### src/rtl/baud_pkg.sv
package baud_pkg;

    localparam int INT_W  = 12;
    localparam int FRAC_W = 4;
    localparam int DIV_W  = INT_W + FRAC_W;

    typedef enum logic {
        OSR_16 = 1'b0,
        OSR_8  = 1'b1
    } osr_e;

    typedef struct packed {
        logic [INT_W-1:0]  whole;
        logic [FRAC_W-1:0] frac;
    } div_fields_t;

    // Split the raw divisor and clamp a zero integer part to one cycle.
    function automatic div_fields_t unpack_div(input logic [DIV_W-1:0] raw);
        div_fields_t f;
        f.whole = raw[DIV_W-1:FRAC_W];
        f.frac  = raw[FRAC_W-1:0];
        if (f.whole == '0) f.whole = INT_W'(1);
        return f;
    endfunction

endpackage

### src/rtl/baud_reload_ctl.sv
module baud_reload_ctl
    import baud_pkg::*;
(
    input  logic             clk,
    input  logic             rst,
    input  logic             en,
    input  logic             osr8,
    input  logic [DIV_W-1:0] divisor,
    output logic             restart,
    output div_fields_t      fields,
    output osr_e             mode
);

    logic [DIV_W-1:0] div_q;
    logic             osr_q;

    always_ff @(posedge clk) begin
        div_q <= divisor;
        osr_q <= osr8;
    end

    always_comb begin
        restart = !en || (divisor != div_q) || (osr8 != osr_q);
        fields  = unpack_div(divisor);
        mode    = osr_e'(osr8);
    end

endmodule

### src/rtl/baud_frac_div.sv
module baud_frac_div #(
    parameter int INT_W  = 12,
    parameter int FRAC_W = 4
) (
    input  logic              clk,
    input  logic              rst,
    input  logic              restart,
    input  logic [INT_W-1:0]  whole,
    input  logic [FRAC_W-1:0] frac,
    output logic              wrap,
    output logic              tick
);

    localparam int LEN_W = INT_W + 1;

    logic [LEN_W-1:0]  cnt;
    logic [LEN_W-1:0]  cnt_inc;
    logic [LEN_W-1:0]  cur_len;
    logic [FRAC_W-1:0] acc;
    logic [FRAC_W:0]   acc_sum;
    logic [FRAC_W:0]   look_sum;
    logic [LEN_W-1:0]  base_len;

    always_comb begin
        cnt_inc  = cnt + LEN_W'(1);
        wrap     = (cnt_inc == cur_len);
        acc_sum  = {1'b0, acc} + {1'b0, frac};
        look_sum = {1'b0, acc_sum[FRAC_W-1:0]} + {1'b0, frac};
        base_len = {1'b0, whole};
    end

    always_ff @(posedge clk) begin
        if (rst || restart) begin
            cnt     <= '0;
            acc     <= '0;
            cur_len <= base_len;
            tick    <= 1'b0;
        end else begin
            tick <= wrap;
            if (wrap) begin
                cnt     <= '0;
                acc     <= acc_sum[FRAC_W-1:0];
                cur_len <= base_len + LEN_W'(look_sum[FRAC_W]);
            end else begin
                cnt <= cnt_inc;
            end
        end
    end

endmodule

### src/rtl/baud_bit_div.sv
module baud_bit_div
    import baud_pkg::*;
#(
    parameter int OSR_HI = 16,
    parameter int OSR_LO = 8
) (
    input  logic clk,
    input  logic rst,
    input  logic restart,
    input  osr_e mode,
    input  logic wrap,
    output logic tick
);

    localparam int CNT_W = $clog2(OSR_HI);

    logic [CNT_W-1:0] scnt;
    logic [CNT_W-1:0] last;

    always_comb begin
        last = (mode == OSR_8) ? CNT_W'(OSR_LO - 1) : CNT_W'(OSR_HI - 1);
    end

    always_ff @(posedge clk) begin
        if (rst || restart) begin
            scnt <= '0;
            tick <= 1'b0;
        end else begin
            tick <= wrap && (scnt == last);
            if (wrap) begin
                scnt <= (scnt == last) ? '0 : scnt + CNT_W'(1);
            end
        end
    end

endmodule

### src/rtl/frac_baud_gen.sv
module frac_baud_gen
    import baud_pkg::*;
#(
    parameter int OSR_HI = 16,
    parameter int OSR_LO = 8
) (
    input  logic             clk,
    input  logic             rst,
    input  logic             en,
    input  logic             osr8,
    input  logic [DIV_W-1:0] divisor,
    output logic             sample_tick,
    output logic             bit_tick
);

    logic        restart;
    div_fields_t fields;
    osr_e        mode;
    logic        wrap;

    baud_reload_ctl reload_i (
        .clk     (clk),
        .rst     (rst),
        .en      (en),
        .osr8    (osr8),
        .divisor (divisor),
        .restart (restart),
        .fields  (fields),
        .mode    (mode)
    );

    baud_frac_div #(.INT_W(INT_W), .FRAC_W(FRAC_W)) frac_i (
        .clk     (clk),
        .rst     (rst),
        .restart (restart),
        .whole   (fields.whole),
        .frac    (fields.frac),
        .wrap    (wrap),
        .tick    (sample_tick)
    );

    baud_bit_div #(.OSR_HI(OSR_HI), .OSR_LO(OSR_LO)) bit_i (
        .clk     (clk),
        .rst     (rst),
        .restart (restart),
        .mode    (mode),
        .wrap    (wrap),
        .tick    (bit_tick)
    );

endmodule


### config.mk
export PLATFORM = sky130hd
export DESIGN_NAME = frac_baud_gen
export DESIGN_NICKNAME = d
export VERILOG_FILES = /design/src/rtl/baud_pkg.sv /design/src/rtl/baud_reload_ctl.sv /design/src/rtl/baud_frac_div.sv /design/src/rtl/baud_bit_div.sv /design/src/rtl/frac_baud_gen.sv
export SDC_FILE = /design/constraint.sdc
export NUM_CORES = 1
export LEC_CHECK = 0
export ABC_AREA = 1
export CORE_MARGIN = 1
export CORE_UTILIZATION = 63
export DETAILED_ROUTE_END_ITERATION = 10
export GPL_TIMING_DRIVEN = 0
export PLACE_DENSITY_LB_ADDON = 0.15
export SLEW_MARGIN = 20
export SYNTH_ARGS = -nofsm -noshare
export SYNTH_HDL_FRONTEND = slang
export SYNTH_HIERARCHICAL = 1
export SYNTH_SLANG_ARGS = --single-unit
### constraint.sdc
create_clock -name clk -period 5.6 [get_ports clk]
set_input_delay 0.84 -clock clk [delete_from_list [all_inputs] [get_ports clk]]
set_output_delay 0.84 -clock clk [all_outputs]
set_load 0.02 [all_outputs]
==> results of run 1 <==
## per-layer routing
metal / vias up / global-route usage (%) / wire length (um)
met4: 0 / 8.28 / 115
li1: 1413 / - / -
met3: 11 / 3.94 / 136
met1: 1162 / 28.6 / 2710
met5: - / 0 / 0
met2: 36 / 47.0 / 2860
## per-stage QoR
stage / total power, W / hold WS [ps] / std cells / utilization [%]
3_5_place_dp: 0.000486 / 475 / 514 / 74.0
4_1_cts: 0.000687 / 487 / 522 / 75.8
2_1_floorplan: 0.000458 / 449 / 441 / -
6_report: 0.000681 / 491 / 522 / 75.8
5_1_grt: 0.000712 / 526 / 522 / 75.8
3_3_place_gp: 0.000483 / 463 / 514 / 74.0
## worst register-to-register path: cells and delay by family, from the launching register on
kind	cells	cell delay, ps
fa+ha+maj	5	1240
simple gates	4	600
buf+inv	2	130
xor+xnor	2	310
flops	1	360
compound gates	1	260
## final timing paths
path	start	end	slack (ps)	cells past startpoint
setup / recovery	divisor[0]	frac_i/cur_len[10]	1640	16
hold / removal	frac_i/acc[2]	frac_i/acc[2]	490	2
setup reg to reg	frac_i/acc[0]	frac_i/cur_len[10]	2470	14
hold reg to reg	frac_i/acc[2]	frac_i/acc[2]	490	2
## power by group through the flow
stage / registers (W) / clock network [W] / logic, W
floorplan: 0.000414 / 0 / 0.0000439
global placement: 0.000415 / 0 / 0.0000683
detailed placement: 0.000416 / 0 / 0.0000707
CTS: 0.000407 / 0.000209 / 0.0000710
global route: 0.000408 / 0.000224 / 0.0000800
finish: 0.000407 / 0.000203 / 0.0000710
## area by class of cell
| cell class | count | share of cell area [%] |
|---|---|---|
| Clock inverter | 3 | 0.366 |
| Sequential cell | 53 | 34.6 |
| Clock buffer | 5 | 2.01 |
| Timing Repair Buffer | 21 | 6.15 |
| Buffer | 18 | 2.75 |
| Inverter | 74 | 8.13 |
| Tap cell | 52 | 1.90 |
| Multi-Input combinational cell | 296 | 44.1 |
## kinds of logic (layout without fill, tap and decap cells)
family	count (synthesis)	in the layout	share of synthesized area (%)
XOR/XNOR	20	20	5.97
flip-flops	53	53	38.6
adder cells (fa/ha/maj)	12	12	5.15
AND/OR/NAND/NOR	249	249	35.4
AO/OA/AOI/OAI	15	15	2.70
buffers and inverters	92	121	12.1
## state kept, by name, summed over array words and instances, names as in the netlist
register        flops
reload_i/div_q     16
bit_i/scnt          4
frac_i/cur_len     13
reload_i/osr_q      1
frac_i/cnt         13
frac_i/tick         1
bit_i/tick          1
frac_i/acc          4
## Yosys cell counts (3+ instances only)
cell type,n
nand4_1,10
nor2_4,3
a21oi_1,5
nand2_1,124
o21ai_1,3
o21ai_0,4
clkbuf_1,12
dfxtp_1,41
nand2_2,4
nand3_1,47
nand3b_1,3
xnor2_1,13
ha_1,11
nor2_1,50
edfxtp_1,12
xor2_1,6
nor3_1,6
buf_4,5
inv_1,73
==> flow_summary.json, run 1 <==
{
  "cp.buffers_inverters": 4,
  "worst-slew-pin-transition_ps": 627,
  "die_w_um": 71.7,
  "via_per_inst": 5.02,
  "dieArea_sq_mm": 0.00514,
  "drt_iter0_markers": 114,
  "ys.flop_type": "dfxtp_1",
  "relSlewSlack_pct": 58.1,
  "netlist_area_sq_mm": 0.00306,
  "numCtsBuffers": 5,
  "cp_slowest_cell": "clkdlybuf4s50_1",
  "cp_top_family": "adder cells",
  "seq_area_frac_synth_pct": 38.6,
  "first_global_vias": 2529,
  "worst_ep_arrival_time_ps": 4020,
  "ant_nets": 0,
  "core_sq_mm": 0.00450,
  "io_buffers": 21,
  "period_share_pct": 70.7,
  "hpwl_mm": 4.61,
  "clk_latency_ps": 300,
  "clkPwrFrac_pct": 29.8,
  "drc_errors": 0,
  "synth_cell_types": 28,
  "cts_setup_buffers": 0,
  "row_count": 24,
  "pwr-share-comb_pct": 10.4,
  "hold_viol_final": 0,
  "worstSetupPathType": "input pin to flip-flop",
  "dr.pass1.iters": 4,
  "antenna_found_initial": 0,
  "yosys_warnings": 6,
  "num_vias": 2622,
  "synthArstFlopShare_pct": 0,
  "cts_tree": "yes",
  "synthCells": 441,
  "min_path_type": "flip-flop to flip-flop",
  "path_common_cell": "ha_1",
  "synth_top_cell_area_share_pct": 26.8,
  "final.setup.tns_ps": 0,
  "start_util_pct": 67.9,
  "final_cell_mix": "124 x nand2_1, 73 x inv_1, 50 x nor2_1",
  "syn-num-nets": 473,
  "rsz0062_at_grt": "no",
  "max_cap_viol_count": 0,
  "clock-root-buffer": "clkbuf_8",
  "multi_input_area_sq_mm": 0.00151,
  "power.density_mw_per_mm2": 199,
  "synth_top_area_cell": "dfxtp_1",
  "synth-seq-cells": 53,
  "clkSlewWorstSetupHoldPaths_ps": 90,
  "cp.required_ps": 5660,
  "design_area_sq_mm": 0.00342,
  "cts_buffer_depth": 2,
  "num-nets-final": 501,
  "gp_congestion": 0.861,
  "htreeDepth": 2,
  "fin_crit_ps": 3960,
  "cp-end-kind": "flip-flop",
  "placed_area_sq_mm": 0.00333,
  "diodes": 0,
  "avgSynthCellArea_sq_um": 6.94,
  "cts_hold_buf": 0,
  "p_sw_share_pct": 23.5,
  "final.setup.worst_slack_ps": 1640,
  "clock_sinks": 53,
  "power.switching_w": 0.000160,
  "overflow": 0,
  "worst_setup_path_start_kind": "input pin",
  "fillCellCount": 346,
  "die_y_um": 71.7,
  "grt_max_degree": 22,
  "setup_viol_count_final": 0,
  "worst-path-max-fanout": 4,
  "synth_area_leaders": "dfxtp_1 27%, nand2_1 15%, edfxtp_1 12%",
  "synth-edff-count": 12,
  "ios": 22,
  "dp_slack_ps": 1340,
  "drv_slew": 0,
  "grt_util_all_layers_pct": 24.9,
  "syn2layout_area_growth_pct": 11.7,
  "area.sequential_sq_mm": 0.00118,
  "irDropWorstVdd_uv": 154,
  "leakage_nw": 1.54,
  "skew_ps": 2.29,
  "path_cells": "clkdlybuf4s50_1 -> buf_4 -> ha_1 -> inv_1 -> fa_1 -> xnor2_1 -> ha_1 -> nand2_1 -> o21ai_0 -> ha_1 -> ha_1 -> nand3_1 -> nor3_1 -> nand2_1 -> xor2_1 -> inv_1",
  "final_common_cell": "nand2_1",
  "cts_resized": 0,
  "seq_power_share_pct": 59.8,
  "drt-total-wl_mm": 5.81,
  "p_int_w": 0.000520,
  "max_stage_delay_ps": 520,
  "status": "completed",
  "max_freq_mhz": 253,
  "grt_pass1_wl_mm": 10.2,
  "final_layout_size_suffix_gt1_share_pct": 4.89,
  "wire_per_inst_um": 11.1
}
No activity file was read; power rests on OpenSTA's default activity.
==> inputs of run 2 (changes only) <==
--- a/config.mk
+++ b/config.mk
@@ -7,7 +7,7 @@
 export LEC_CHECK = 0
 export ABC_AREA = 1
 export CORE_MARGIN = 1
-export CORE_UTILIZATION = 63
+export CORE_UTILIZATION = 53
 export DETAILED_ROUTE_END_ITERATION = 10
 export GPL_TIMING_DRIVEN = 0
 export PLACE_DENSITY_LB_ADDON = 0.15
==> constraint.sdc (replaced) <==
create_clock -name clk -period 3.42 [get_ports clk]
set_input_delay 0.513 -clock clk [delete_from_list [all_inputs] [get_ports clk]]
set_output_delay 0.513 -clock clk [all_outputs]
set_load 0.02 [all_outputs]
==> flow_summary.json, run 2 (synthesized netlist as in run 1, its figures left out) <==
{
  "status": "completed",
  "dieArea_sq_mm": 0.00608,
  "worstSetupPathType": "input pin to flip-flop",
  "grt_pass1_wl_mm": 10.6,
  "irDropWorstVdd_uv": 220,
  "die_y_um": 78.0,
  "worst-slew-pin-transition_ps": 575,
  "final_cell_mix": "124 x nand2_1, 73 x inv_1, 48 x nor2_1",
  "cp.required_ps": 3470,
  "rsz0062_at_grt": "no",
  "wire_per_inst_um": 11.1,
  "syn2layout_area_growth_pct": 14.8,
  "drt_iter0_markers": 88,
  "worst_setup_path_start_kind": "input pin",
  "reg.largest.list": "reload_i/div_q (16), frac_i/cnt (13), frac_i/cur_len (13)",
  "fin_crit_ps": 3120,
  "power.density_mw_per_mm2": 344,
  "grt_util_all_layers_pct": 22.0,
  "num_vias": 2628,
  "cp.buffers_inverters": 3,
  "cp-end-kind": "flip-flop",
  "num-nets-final": 502,
  "antenna_found_initial": 0,
  "start_util_pct": 55.2,
  "cp_slowest_cell": "clkdlybuf4s50_1",
  "largest_reg_flops": 16,
  "final_common_cell": "nand2_1",
  "overflow": 0,
  "relSlewSlack_pct": 61.5,
  "grt_max_degree": 22,
  "cts_tree": "yes",
  "worst_ep_arrival_time_ps": 3170,
  "clk_latency_ps": 310,
  "final_layout_size_suffix_gt1_share_pct": 6.79,
  "regMostFlops": "reload_i/div_q",
  "fillCellCount": 534,
  "numCtsBuffers": 5,
  "final.setup.worst_slack_ps": 301,
  "min_path_type": "input pin to flip-flop",
  "dpl.cell_count": 534,
  "multi_input_area_sq_mm": 0.00154,
  "worst-path-max-fanout": 6,
  "drv_slew": 0,
  "cts_buffer_depth": 2,
  "row_count": 27,
  "leakage_nw": 1.59,
  "hpwl_mm": 4.66,
  "cts_hold_buf": 0,
  "drt-total-wl_mm": 6.01,
  "hold_viol_final": 0,
  "core_sq_mm": 0.00554,
  "gp_congestion": 0.807,
  "io_buffers": 21,
  "dr.pass1.iters": 4,
  "reg2reg_slack_ps": 520,
  "skew_ps": 7.73,
  "dp_slack_ps": -470,
  "ios": 22,
  "clock_sinks": 53,
  "max_cap_viol_count": 0,
  "die_w_um": 78.0,
  "ant_nets": 0,
  "first_global_vias": 2562,
  "area.sequential_sq_mm": 0.00118,
  "clock-root-buffer": "clkbuf_8",
  "setup_viol_count_final": 0,
  "cp_top_family": "simple AND/OR/NAND/NOR gates",
  "via_per_inst": 4.84,
  "drc_errors": 0,
  "fin_cells": 543,
  "htreeDepth": 2,
  "max_freq_mhz": 321,
  "diodes": 0,
  "path_cells": "clkdlybuf4s50_1 -> inv_1 -> nand2_1 -> nand2_1 -> nor2_1 -> nand2_1 -> nor2_1 -> nand3_1 -> nor2_1 -> inv_1 -> nor2_2 -> nand3_2 -> nor3_2 -> nand3_1 -> xnor2_1",
  "clkSlewWorstSetupHoldPaths_ps": 90,
  "max_stage_delay_ps": 560,
  "period_share_pct": 91.2
}
run 2: changes by cell type in the layout (fill, tap and decap cells not counted), sizes merged:
cell and change:
bufinv +1, clkdlybuf4s50 -3, clkbuf +1, buf +1, clkinv -2, dlymetal6s2s +3
run 2: worst paths after layout:
kind | start | depth (start not counted) | endpoint
setup / recovery | divisor[13] | 15 | frac_i/cur_len[11]
hold / removal | divisor[2] | 1 | reload_i/div_q[2]
hold reg to reg | frac_i/acc[2] | 2 | frac_i/acc[2]
setup reg to reg | frac_i/acc[0] | 14 | frac_i/cur_len[11]
run 2: timing repair:
| action | in CTS | in global routing |
|---|---|---|
| pin swaps | 1 | 2 |
| setup buffers | 0 | 1 |
| resized for setup | 4 | 8 |
| hold endpoints to repair | 0 | 0 |
| endpoints found under the setup margin | 3 | 6 |
run 2: power breakdown:
| group | internal [W] | switching [W] |
|---|---|---|
| logic | 0.0000574 | 0.0000608 |
| clock network | 0.000217 | 0.000206 |
| registers | 0.000657 | 0.00000893 |
run 2: metrics by stage:
stage	power [W]	setup TNS [ps]	area (sq um)	hold WS, ps	util, %
final	0.00121	0	3510	384	63.4
after global routing	0.00126	0	3510	399	63.4
after CTS	0.00122	0	3480	493	62.8
after detailed placement	0.000797	-2670	3360	476	60.6
after global placement	0.000793	-2320	3360	471	60.6
after floorplan	0.000750	0	3060	449	-
run 2: layer usage:
metal	global-route usage [%]	vias up	part of all wire (%)
met3	3.06	11	2.7
met2	39.4	37	49
met5	0	-	0
met4	8.89	0	1.9
li1	-	1411	-
met1	26.5	1169	46
run 2: final cells by class:
cell class | count | share of cell area, %
timing repair buffer | 22 | 6.41
buffer | 18 | 2.67
sequential | 53 | 33.6
inverter | 74 | 7.91
clock inverter | 2 | 0.962
multi-input combinational | 296 | 43.8
tap | 72 | 2.57
clock buffer | 6 | 2.07
==> inputs of run 3 (changes only) <==
--- a/config.mk
+++ b/config.mk
@@ -14,5 +14,4 @@
 export SLEW_MARGIN = 20
 export SYNTH_ARGS = -nofsm -noshare
 export SYNTH_HDL_FRONTEND = slang
-export SYNTH_HIERARCHICAL = 1
 export SYNTH_SLANG_ARGS = --single-unit
==> flow_summary.json, run 3 <==
{
  "netlist_area_sq_mm": 0.00313,
  "design_area_sq_mm": 0.00355,
  "worst-path-max-fanout": 5,
  "drc_errors": 0,
  "clk_latency_ps": 310,
  "row_count": 27,
  "setup_viol_count_final": 0,
  "cp-end-kind": "flip-flop",
  "power.density_mw_per_mm2": 343,
  "seq_area_frac_synth_pct": 37.7,
  "drt_iter0_markers": 91,
  "cts_hold_buf": 0,
  "synthArstFlopShare_pct": 0,
  "largest_reg_flops": 16,
  "max_freq_mhz": 339,
  "cp_slowest_cell": "fa_1",
  "num-nets-final": 487,
  "drv_slew": 0,
  "relSlewSlack_pct": 52.8,
  "die_w_um": 78.9,
  "clkSlewWorstSetupHoldPaths_ps": 100,
  "irDropWorstVdd_uv": 203,
  "wire_per_inst_um": 11.8,
  "ios": 22,
  "dpl.cell_count": 520,
  "placed_area_sq_mm": 0.00343,
  "final_layout_size_suffix_gt1_share_pct": 10.1,
  "hpwl_mm": 4.96,
  "numCtsBuffers": 5,
  "period_share_pct": 86.4,
  "multi_input_area_sq_mm": 0.00167,
  "synth_top_cell_area_share_pct": 26.2,
  "worst_setup_path_start_kind": "input pin",
  "status": "completed",
  "ant_nets": 0,
  "synth-adder-area-share_pct": 5.03,
  "die_y_um": 78.9,
  "worst-slew-pin-transition_ps": 698,
  "skew_ps": 5.64,
  "synth-edff-count": 12,
  "num_vias": 2675,
  "syn-num-nets": 459,
  "gp_congestion": 0.885,
  "fillCellCount": 550,
  "regMostFlops": "reload_i.div_q",
  "final.setup.worst_slack_ps": 466,
  "cts_buffer_depth": 2,
  "synth_top_family_by_area": "simple AND/OR/NAND/NOR gates",
  "max_cap_viol_count": 0,
  "yosysMostFrequentCell": "nand2_1",
  "final_cell_mix": "132 x nand2_1, 56 x inv_1, 41 x dfxtp_1",
  "leakage_nw": 1.66,
  "clock-root-buffer": "clkbuf_8",
  "first_global_vias": 2577,
  "synthSimpleGateAreaFrac_pct": 39.4,
  "synth_area_leaders": "dfxtp_1 26%, nand2_1 16%, edfxtp_1 12%",
  "synth-seq-cells": 53,
  "dr.pass1.iters": 4,
  "overflow": 0,
  "htreeDepth": 2,
  "start_util_pct": 55.8,
  "diodes": 0,
  "avgSynthCellArea_sq_um": 7.33,
  "rsz0062_at_grt": "no",
  "synth_top_area_cell": "dfxtp_1",
  "area.sequential_sq_mm": 0.00118,
  "io_buffers": 21,
  "worstSetupPathType": "input pin to flip-flop",
  "synth-compound-area-share_pct": 3.52,
  "synthTopCellsByCount": "132 x nand2_1, 56 x inv_1, 41 x dfxtp_1",
  "antenna_found_initial": 0,
  "worst_ep_arrival_time_ps": 3020,
  "dp_slack_ps": -375,
  "cp.required_ps": 3490,
  "synthXorXnorAreaFrac_pct": 5.31,
  "hold_viol_final": 0,
  "grt_max_degree": 22,
  "grt_util_all_layers_pct": 22.3,
  "cts_tree": "yes",
  "path_common_cell": "ha_1",
  "max_stage_delay_ps": 380,
  "synthCells": 427,
  "grt_pass1_wl_mm": 10.9,
  "core_sq_mm": 0.00561,
  "fin_crit_ps": 2950,
  "ys.flop_type": "dfxtp_1",
  "clock_sinks": 53,
  "fin_util_pct": 63.3,
  "dieArea_sq_mm": 0.00622,
  "min_path_type": "input pin to flip-flop",
  "synthMuxAreaShare_pct": 0,
  "drt-total-wl_mm": 6.24,
  "final_common_cell": "nand2_1",
  "via_per_inst": 5.07,
  "synth_cell_types": 38,
  "syn2layout_area_growth_pct": 13.3,
  "reg.largest.list": "reload_i.div_q (16), frac_i.cnt (13), frac_i.cur_len (13)",
  "yosys_warnings": 0,
  "final.setup.tns_ps": 0,
  "path_cells": "dlymetal6s2s_1 -> ha_1 -> fa_1 -> xor2_1 -> ha_1 -> nand2_1 -> o21ai_1 -> ha_1 -> ha_1 -> inv_1 -> nor2_2 -> nand4_1 -> o21ai_1 -> nand2_1",
  "fin_cells": 528
}
-- run 3: cell count changes after synthesis, moves of 3 or more --
cell,delta
a21oi_1,+3
buf_2,+4
buf_4,-4
clkbuf_1,-10
inv_1,-17
nand2_1,+8
nand3_1,-7
nand3_2,+9
nor2_1,-19
nor2_2,+6
nor4_1,+3
xnor2_1,-5
xor2_1,+5
-- run 3: area by class of cell --
| type | count | area share [%] |
|---|---|---|
| multi-input cells | 305 | 47.0 |
| flip-flops and latches | 53 | 33.3 |
| inverters | 60 | 6.34 |
| repair buffers | 21 | 6.13 |
| well taps | 72 | 2.54 |
| clock buffers | 5 | 1.94 |
| plain buffers | 9 | 1.62 |
| clock inverters | 3 | 1.16 |
-- run 3: metrics by stage --
stage	total power, W	hold slack [ps]
6_report	0.00122	437
5_1_grt	0.00127	436
4_1_cts	0.00123	486
3_5_place_dp	0.000805	472
3_3_place_gp	0.000802	463
2_1_floorplan	0.000753	441
-- run 3: kinds of logic after synthesis --
family | Yosys count
xor+xnor | 19
flops | 53
buf+inv | 69
compound gates | 19
fa+ha+maj | 12
simple gates | 255
-- run 3: critical path: cells and delay by family --
kind,cells,cell delay (ps)
fa+ha+maj,5,1280
simple gates,4,460
compound gates,2,360
buf+inv,2,240
xor+xnor,1,170
-- run 3: path summary, 6_finish.rpt --
check | slack, ps | start | depth (start not counted) | end
max | 470 | divisor[0] | 14 | frac_i.cur_len[8]
min | 440 | divisor[2] | 1 | reload_i.div_q[2]
max reg2reg | 550 | frac_i.acc[0] | 13 | frac_i.cur_len[8]
min reg2reg | 480 | frac_i.acc[3] | 2 | frac_i.acc[3]
-- run 3: power breakdown --
group	switching (W)	total, W	internal [W]
clock	0.000211	0.000426	0.000216
sequential	0.00000911	0.000666	0.000657
combinational	0.0000697	0.000125	0.0000550
-- run 3: repair_timing --
| item | in CTS | in global routing |
|---|---|---|
| hold endpoints to repair | 0 | 0 |
| cloned | 0 | 0 |
| resized for setup | 1 | 4 |
| setup buffers | 0 | 0 |
| pin swaps | 0 | 3 |
| endpoints found under the setup margin | 1 | 3 |
-- run 3: metal layers --
layer  global-route usage, %  vias to the layer above  wire (um)
met5                       0                        -          0
met2                    42.1                       45       3160
met1                    25.1                     1204       2800
li1                        -                     1417          -
met3                    4.25                        9        174
met4                    7.09                        0        102
